File: src/rtl/gpio_lsb_streamer.sv
module gpio_lsb_streamer #(
  parameter int SW          = 16,
  parameter int PIN_W       = 16,
  parameter int I_PIN       = 15,
  parameter int Q_PIN       = 14,
  parameter int SYNC_STAGES = 2
) (
  input  logic                 clk,
  input  logic                 rst_n,
  input  logic [1:0]           rx_en,
  input  logic [PIN_W-1:0]     rx_pins,
  input  logic                 rx_in_valid,
  output logic                 rx_in_ready,
  input  logic signed [SW-1:0] rx_in_i,
  input  logic signed [SW-1:0] rx_in_q,
  output logic                 rx_out_valid,
  input  logic                 rx_out_ready,
  output logic signed [SW-1:0] rx_out_i,
  output logic signed [SW-1:0] rx_out_q,
  input  logic [1:0]           tx_en,
  input  logic                 tx_in_valid,
  output logic                 tx_in_ready,
  input  logic signed [SW-1:0] tx_in_i,
  input  logic signed [SW-1:0] tx_in_q,
  output logic                 tx_out_valid,
  input  logic                 tx_out_ready,
  output logic signed [SW-1:0] tx_out_i,
  output logic signed [SW-1:0] tx_out_q,
  output logic [PIN_W-1:0]     tx_pin_val,
  output logic [PIN_W-1:0]     tx_pin_drive
);

  // two pins only: index 1 = I-lane pin, index 0 = Q-lane pin
  logic [SYNC_STAGES-1:0][1:0] sync_q;
  logic [1:0] pin_now;
  logic       rx_acc, tx_acc;
  logic [1:0] tx_hold;

  always_ff @(posedge clk or negedge rst_n)
    if (!rst_n) sync_q <= '0;
    else        sync_q <= {sync_q[SYNC_STAGES-2:0], rx_pins[I_PIN], rx_pins[Q_PIN]};

  assign pin_now = sync_q[SYNC_STAGES-1];

  // receive lane
  assign rx_in_ready = !rx_out_valid || rx_out_ready;
  assign rx_acc      = rx_in_valid && rx_in_ready;

  always_ff @(posedge clk or negedge rst_n)
    if (!rst_n) begin
      rx_out_valid <= 1'b0;
      rx_out_i     <= '0;
      rx_out_q     <= '0;
    end else if (rx_acc) begin
      rx_out_valid <= 1'b1;
      rx_out_i     <= {rx_in_i[SW-1:1], rx_en[0] ? pin_now[1] : rx_in_i[0]};
      rx_out_q     <= {rx_in_q[SW-1:1], rx_en[1] ? pin_now[0] : rx_in_q[0]};
    end else if (rx_out_ready) begin
      rx_out_valid <= 1'b0;
    end

  // transmit lane
  assign tx_in_ready = !tx_out_valid || tx_out_ready;
  assign tx_acc      = tx_in_valid && tx_in_ready;

  always_ff @(posedge clk or negedge rst_n)
    if (!rst_n) begin
      tx_out_valid <= 1'b0;
      tx_out_i     <= '0;
      tx_out_q     <= '0;
      tx_hold      <= '0;
    end else if (tx_acc) begin
      tx_out_valid <= 1'b1;
      tx_out_i     <= {tx_in_i[SW-1:1], tx_in_i[0] & ~tx_en[0]};
      tx_out_q     <= {tx_in_q[SW-1:1], tx_in_q[0] & ~tx_en[1]};
      tx_hold      <= {tx_in_i[0] & tx_en[0], tx_in_q[0] & tx_en[1]};
    end else if (tx_out_ready) begin
      tx_out_valid <= 1'b0;
    end

  always_comb begin
    tx_pin_val          = '0;
    tx_pin_drive        = '0;
    tx_pin_val[I_PIN]   = tx_hold[1] & tx_en[0];
    tx_pin_val[Q_PIN]   = tx_hold[0] & tx_en[1];
    tx_pin_drive[I_PIN] = tx_en[0];
    tx_pin_drive[Q_PIN] = tx_en[1];
  end

  p_rx_latency_r7: assert property (@(posedge clk) disable iff (!rst_n)
    rx_acc |=> rx_out_valid);
  p_tx_latency_r7: assert property (@(posedge clk) disable iff (!rst_n)
    tx_acc |=> tx_out_valid);
  p_rx_hold_r8: assert property (@(posedge clk) disable iff (!rst_n)
    rx_out_valid && !rx_out_ready |=> rx_out_valid && $stable(rx_out_i) && $stable(rx_out_q));
  p_tx_hold_r8: assert property (@(posedge clk) disable iff (!rst_n)
    tx_out_valid && !tx_out_ready |=> tx_out_valid && $stable(tx_out_i) && $stable(tx_out_q));
  p_rx_upper_r3: assert property (@(posedge clk) disable iff (!rst_n)
    rx_acc |=> rx_out_i[SW-1:1] == $past(rx_in_i[SW-1:1]) && rx_out_q[SW-1:1] == $past(rx_in_q[SW-1:1]));
  p_rx_ipin_r1: assert property (@(posedge clk) disable iff (!rst_n)
    rx_acc && rx_en[0] |=> rx_out_i[0] == $past(pin_now[1]));
  p_rx_qpin_r2: assert property (@(posedge clk) disable iff (!rst_n)
    rx_acc && rx_en[1] |=> rx_out_q[0] == $past(pin_now[0]));
  p_tx_clear_r4: assert property (@(posedge clk) disable iff (!rst_n)
    tx_acc && tx_en[0] |=> tx_out_i[0] == 1'b0);
  p_tx_pin_r5: assert property (@(posedge clk) disable iff (!rst_n)
    tx_acc && tx_en[0] && $stable(tx_en) |=> tx_pin_val[I_PIN] == ($past(tx_in_i[0]) & tx_en[0]));

endmodule

File: config.mk
export PLATFORM = sky130hd
export DESIGN_NAME = gpio_lsb_streamer
export DESIGN_NICKNAME = d
export VERILOG_FILES = /design/src/rtl/gpio_lsb_streamer.sv
export SDC_FILE = /design/constraint.sdc
export NUM_CORES = 1
export LEC_CHECK = 0
export CELL_PAD_IN_SITES_DETAIL_PLACEMENT = 1
export CELL_PAD_IN_SITES_GLOBAL_PLACEMENT = 1
export CORE_UTILIZATION = 31
export CTS_CLUSTER_SIZE = 30
export DETAILED_ROUTE_END_ITERATION = 8
export PLACE_DENSITY = 0.83
export SLEW_MARGIN = 40
export SYNTH_ARGS = -nofsm -noshare
export SYNTH_HDL_FRONTEND = slang
export SYNTH_SLANG_ARGS = --single-unit
File: constraint.sdc
create_clock -name clk -period 1.9 [get_ports clk]
set_clock_uncertainty 0.1 [all_clocks]
set_input_delay 0.38 -clock clk [delete_from_list [all_inputs] [get_ports clk]]
set_output_delay 0.38 -clock clk [all_outputs]
set_load 0.005 [all_outputs]
After elaboration in Yosys (flattened, before gate mapping)
Index checks and enable logic that the tools add are counted.
{"block": "word_totals", "out_inout_bits": 100, "wordCells": 31, "mem_bits_ro": 0, "register_bits": 72, "n_memories": 0, "input_bits": 90, "latch_bits": 0, "mem_bits_rw": 0}
{"block": "classes", "addsub": 0, "bitwise": 8, "n_reduce_logical": 8, "n_lt_le_gt_ge": 0, "eq_ne": 0, "n_mul": 0, "div": 0, "n_shift": 0, "muxes": 6}
{"op": "bitwise AND 1 bit", "count": 6}
{"op": "2-to-1 mux 1 bit", "count": 6}
{"op": "nonzero test 2 bit", "count": 2}
{"op": "logical AND 1 bit", "count": 2}
{"op": "logical NOT 1 bit", "count": 2}
{"op": "logical OR 1 bit", "count": 2}
{"op": "inverter 1 bit", "count": 2}

Longest topological paths before layout
{"block": "logic_depth", "depth_word": 4, "depth_mapped": 5, "depth_no_buf": 3}

Least setup slack after synthesis
OpenSTA, ideal clock, no wires.
{"block": "synth_timing", "path_kind": "input to register", "start": "input rx_out_ready", "end": "register rx_out_i[10]", "t_arrival_ns": 1.178, "stages": 5, "path_buffers": 2, "setup_slack_ns": 0.497, "setup_ns": 0.125, "required_ns": 1.675, "cell_sequence": "nand2b_1 > buf_6 > nand2_4 > buf_12 > mux2_4"}
{"block": "synth_between", "elab_chain_len": 2}
{"item": "start: declaration", "line": "17", "text": "input logic rx_out_ready,"}
{"item": "logical OR 1 bit", "line": "46", "text": "assign rx_in_ready = !rx_out_valid || rx_out_ready;"}
{"item": "net rx_in_ready", "line": "13", "text": "output logic rx_in_ready,"}
{"item": "logical AND 1 bit", "line": "47", "text": "assign rx_acc = rx_in_valid && rx_in_ready;"}
{"item": "end signal: assignment", "line": "56", "text": "rx_out_i <= {rx_in_i[SW-1:1], rx_en[0] ? pin_now[1] : rx_in_i[0]};"}
{"item": "end: declaration", "line": "18", "text": "output logic signed [SW-1:0] rx_out_i,"}
The timed path passes the listed nets, and every way through them passes these cells.
A chain may end at the register's enable or synchronous reset.

Worst setup path after layout
{"block": "layout_timing", "start": "register tx_hold[0]", "end": "output tx_pin_val[14]"}
{"block": "layout_between", "elab_chain_len": 1}
{"item": "start: declaration", "line": "37", "text": "logic [1:0] tx_hold;"}
{"item": "start signal: assignment", "line": "76", "text": "tx_hold <= {tx_in_i[0] & tx_en[0], tx_in_q[0] & tx_en[1]};"}
{"item": "bitwise AND 1 bit", "line": "85", "text": "tx_pin_val[Q_PIN] = tx_hold[0] & tx_en[1];"}
{"item": "end: declaration", "line": "29", "text": "output logic [PIN_W-1:0] tx_pin_val,"}
Every way passes these cells.

==> impl_results.md <==
- GR Util All Layers: 0.1444
- Number of top-level pins: 190
- Synth warn: 0
- Endpoint kind of the worst setup timing path: output port
- Maximum capacitance violations: 0
- Via count normalized by instance count: 4.209
- Setup TNS after final layout: 0 ns
- Final wirelength: 7.399 mm
- Worst R2R Setup Slack: 0.47 ns
- Final Cycle Share: 0.9419
- Top cells by area in the synthesized netlist: sky130_fd_sc_hd__dfrtp_1, sky130_fd_sc_hd__mux2_4, sky130_fd_sc_hd__mux2_2, sky130_fd_sc_hd__buf_4, sky130_fd_sc_hd__buf_12
- Data required, critical path: 1.42 ns
- Total clock buffers created by CTS: 9
- Library cell with the highest instance count after synthesis: sky130_fd_sc_hd__dfrtp_1
- Met1 capacity usage during global routing: 0.1546
- Antenna-violating nets left: 0
- Top cell type by total area after synthesis: sky130_fd_sc_hd__dfrtp_1
- Final hold violation count: 0
- Final critical-path required period: 1.790 ns
- Class of the most critical setup path: flop to output port
- Maximum clock insertion buffer count: 2
- Standard cell core area: 0.009729 mm^2
- GR Util met3: 0.03694
- Average cell area after synthesis: 16.16 um^2
- Hold endpoint: pin_now[1]$_DFF_PN0_
- Pin count of the biggest net entering global routing: 40
- Path class of the lowest-slack min-delay path: flop to flop
- Async SR Flop Fraction: 1.000
- Share of layout cells above drive strength 1: 0.2687
- Post-CTS Setup Repair Bufs: 0
- Seq/Total Area, Yosys: 0.5806
- H-tree levels: 3
- Pwr dens: 812.5 mW/mm^2
- Wire length per cell after detailed routing: 14.98 um
- Final GP Congestion: 0.7084
- Clock net sink count: 72
- Slew Viols, Final: 0
- CP Data Arrival Time: 1.31 ns
- Die span in x: 102.0 um
- Site row count: 36
- Clk pin slew, worst setup/hold paths: 0.07 ns
- Vias after detailed routing: 2079
- Cell area after technology mapping: 0.003103 mm^2
- Height of the die: 102.0 um
- Number of search-and-repair iterations in the first detailed-routing pass: 4
- Worst Hold Path Cells: 0
- Setup repair after global routing missed its margin: false
- Fin Hold WS: 0.2553 ns
- Area growth from synthesis to final layout: 56.94%
- CTS tree: done
- Synth Flop Type: sky130_fd_sc_hd__dfrtp_1
- Setup-failing EPs final: 0
- Clock Tree Root: sky130_fd_sc_hd__clkbuf_8
- GRT Residual Overflow: 0
- Leakage power figure: 0.002185 uW
- First-pass GRT wire length: 11.21 mm
- Number of global-route vias before repair: 2221
- HPWL Detailed: 5.757 mm
- Register bit total from synthesis: 72
- Number of instances in the synthesized netlist: 192
- Worst skew pair latency: 0.33 ns
- Area of the die: 0.01041 mm^2
- CP Max Fanout: 2
- Type of origin of the critical path: flop
- Worst reg2reg path endpoint: tx_out_q[14]$_DFFE_PN0P_
- Timing-limited maximum frequency: 558.8 MHz
- Buffers on Ports: 147
- DRC viols: 0
- Largest voltage drop on the vdd net: 283.5 uV
- Iteration-0 DRC count of the detailed router: 12
- Reg-to-Reg Start: tx_out_valid$_DFFE_PN0P_
- Antenna Cells: 0
- Nets: 446
- Worst hold start: sync_q[1]$_DFF_PN0_
- Count of different cell masters after synthesis: 18
- Most heavily used metal layer in global routing: met2
- Status: complete, no violations
- Cells on worst reg2reg path: 5
- Post-synth top cells: sky130_fd_sc_hd__dfrtp_1, sky130_fd_sc_hd__mux2_2, sky130_fd_sc_hd__buf_4, sky130_fd_sc_hd__mux2_4, sky130_fd_sc_hd__buf_6
- Starting density of the core: 0.3189
- Share of the synthesized area in the top cell type: 0.5806
- Antenna violations before repair: 0
- Number of flops mapped to enable cells by yosys: 0
- Met2 Track Usage GR: 0.2612
logic make-up (layout without fill, tap and decap cells):
logic type             count (synthesis)  after routing  share of synthesized area
other                                  1             28                   0.001209
flip-flops                            72             72                     0.5806
AO/OA/AOI/OAI                          6              6                    0.01371
AND/OR/NAND/NOR                       12             12                    0.03024
buffers and inverters                 37            179                     0.1065
multiplexers                          64             64                     0.2677
state kept, by name, summed over array words and instances, names as in the netlist:
name and cells:
tx_out_q 16, tx_out_i 16, tx_hold 2, pin_now 2, rx_out_valid 1, sync_q 2, rx_out_i 16, rx_out_q 16
tx_out_valid 1
worst max path at each step:
stage,startpoint,endpoint,cells past startpoint
floorplan,rx_out_ready,rx_out_i[10]$_DFFE_PN0P_,5
global placement,tx_en[1],tx_pin_val[14],3
detailed placement,tx_en[0],tx_pin_val[15],3
CTS,tx_en[0],tx_pin_drive[15],2
global route,tx_hold[0]$_DFFE_PN0P_,tx_pin_val[14],2
finish,tx_hold[0]$_DFFE_PN0P_,tx_pin_val[14],2
final cells by class:
class | count | area [um^2]
clock inverters | 4 | 20.02
flip-flops and latches | 72 | 1802
well taps | 133 | 166.4
clock buffers | 12 | 145.1
repair buffers | 163 | 1664
multi-input cells | 110 | 1072
fillers | 996 | 4860
report_power, final:
part,total [uW],switching [uW],leakage [uW],internal (uW)
sequential,1860,114,0.000844,1740
combinational,1070,306,0.00125,761
clock,1030,529,0.0000899,502
total,3960,950,0.00218,3010
cells in the final DEF, fill, tap and decap left out, drive strengths merged:
cell	Yosys	layout
dlygate4sd2	0	4
conb	1	28
a21oi	2	2
clkdlybuf4s50	0	141
dlygate4sd3	0	1
dfrtp	72	72
a21bo	2	2
dlymetal6s2s	0	1
nor2b	2	2
clkbuf	0	12
nand4	2	2
nand2b	3	3
a31oi	2	2
clkinv	0	4
and2	2	2
buf	37	16
mux2	62	62
nand2	2	2
or2b	1	1
mux2i	2	2
worst max-delay path, cell delays in order, from the launching register on:
cell and delay, ns:
sky130_fd_sc_hd__dfrtp_1 0.39, sky130_fd_sc_hd__and2_1 0.16, sky130_fd_sc_hd__clkdlybuf4s50_1 0.43
per-stage QoR:
stage / cell area (um^2) / power, uW / setup WS, ns / utilization / std cells
2_1_floorplan: 3204 / 2294 / 0.4967 / - / 219
3_3_place_gp: 4697 / 2928 / -0.06867 / 0.4828 / 477
3_5_place_dp: 4697 / 2971 / -0.1068 / 0.4828 / 477
4_1_cts: 4867 / 4036 / 0.01955 / 0.5003 / 494
5_1_grt: 4870 / 4179 / 0.05493 / 0.5005 / 494
6_report: 4870 / 3957 / 0.1104 / 0.5005 / 494
routing by layer:
metal	share of wire	up-vias
met1	0.38	1036
met5	0	-
met3	0.069	10
met2	0.53	101
li1	-	932
met4	0.019	0
repair_timing:
item | CTS | global route
hold buffers | 1 | 0
hold endpoints to repair | 33 | 0
setup endpoints to repair | 4 | 1
resized for setup | 4 | 1
No activity file was read; power rests on OpenSTA's default activity.
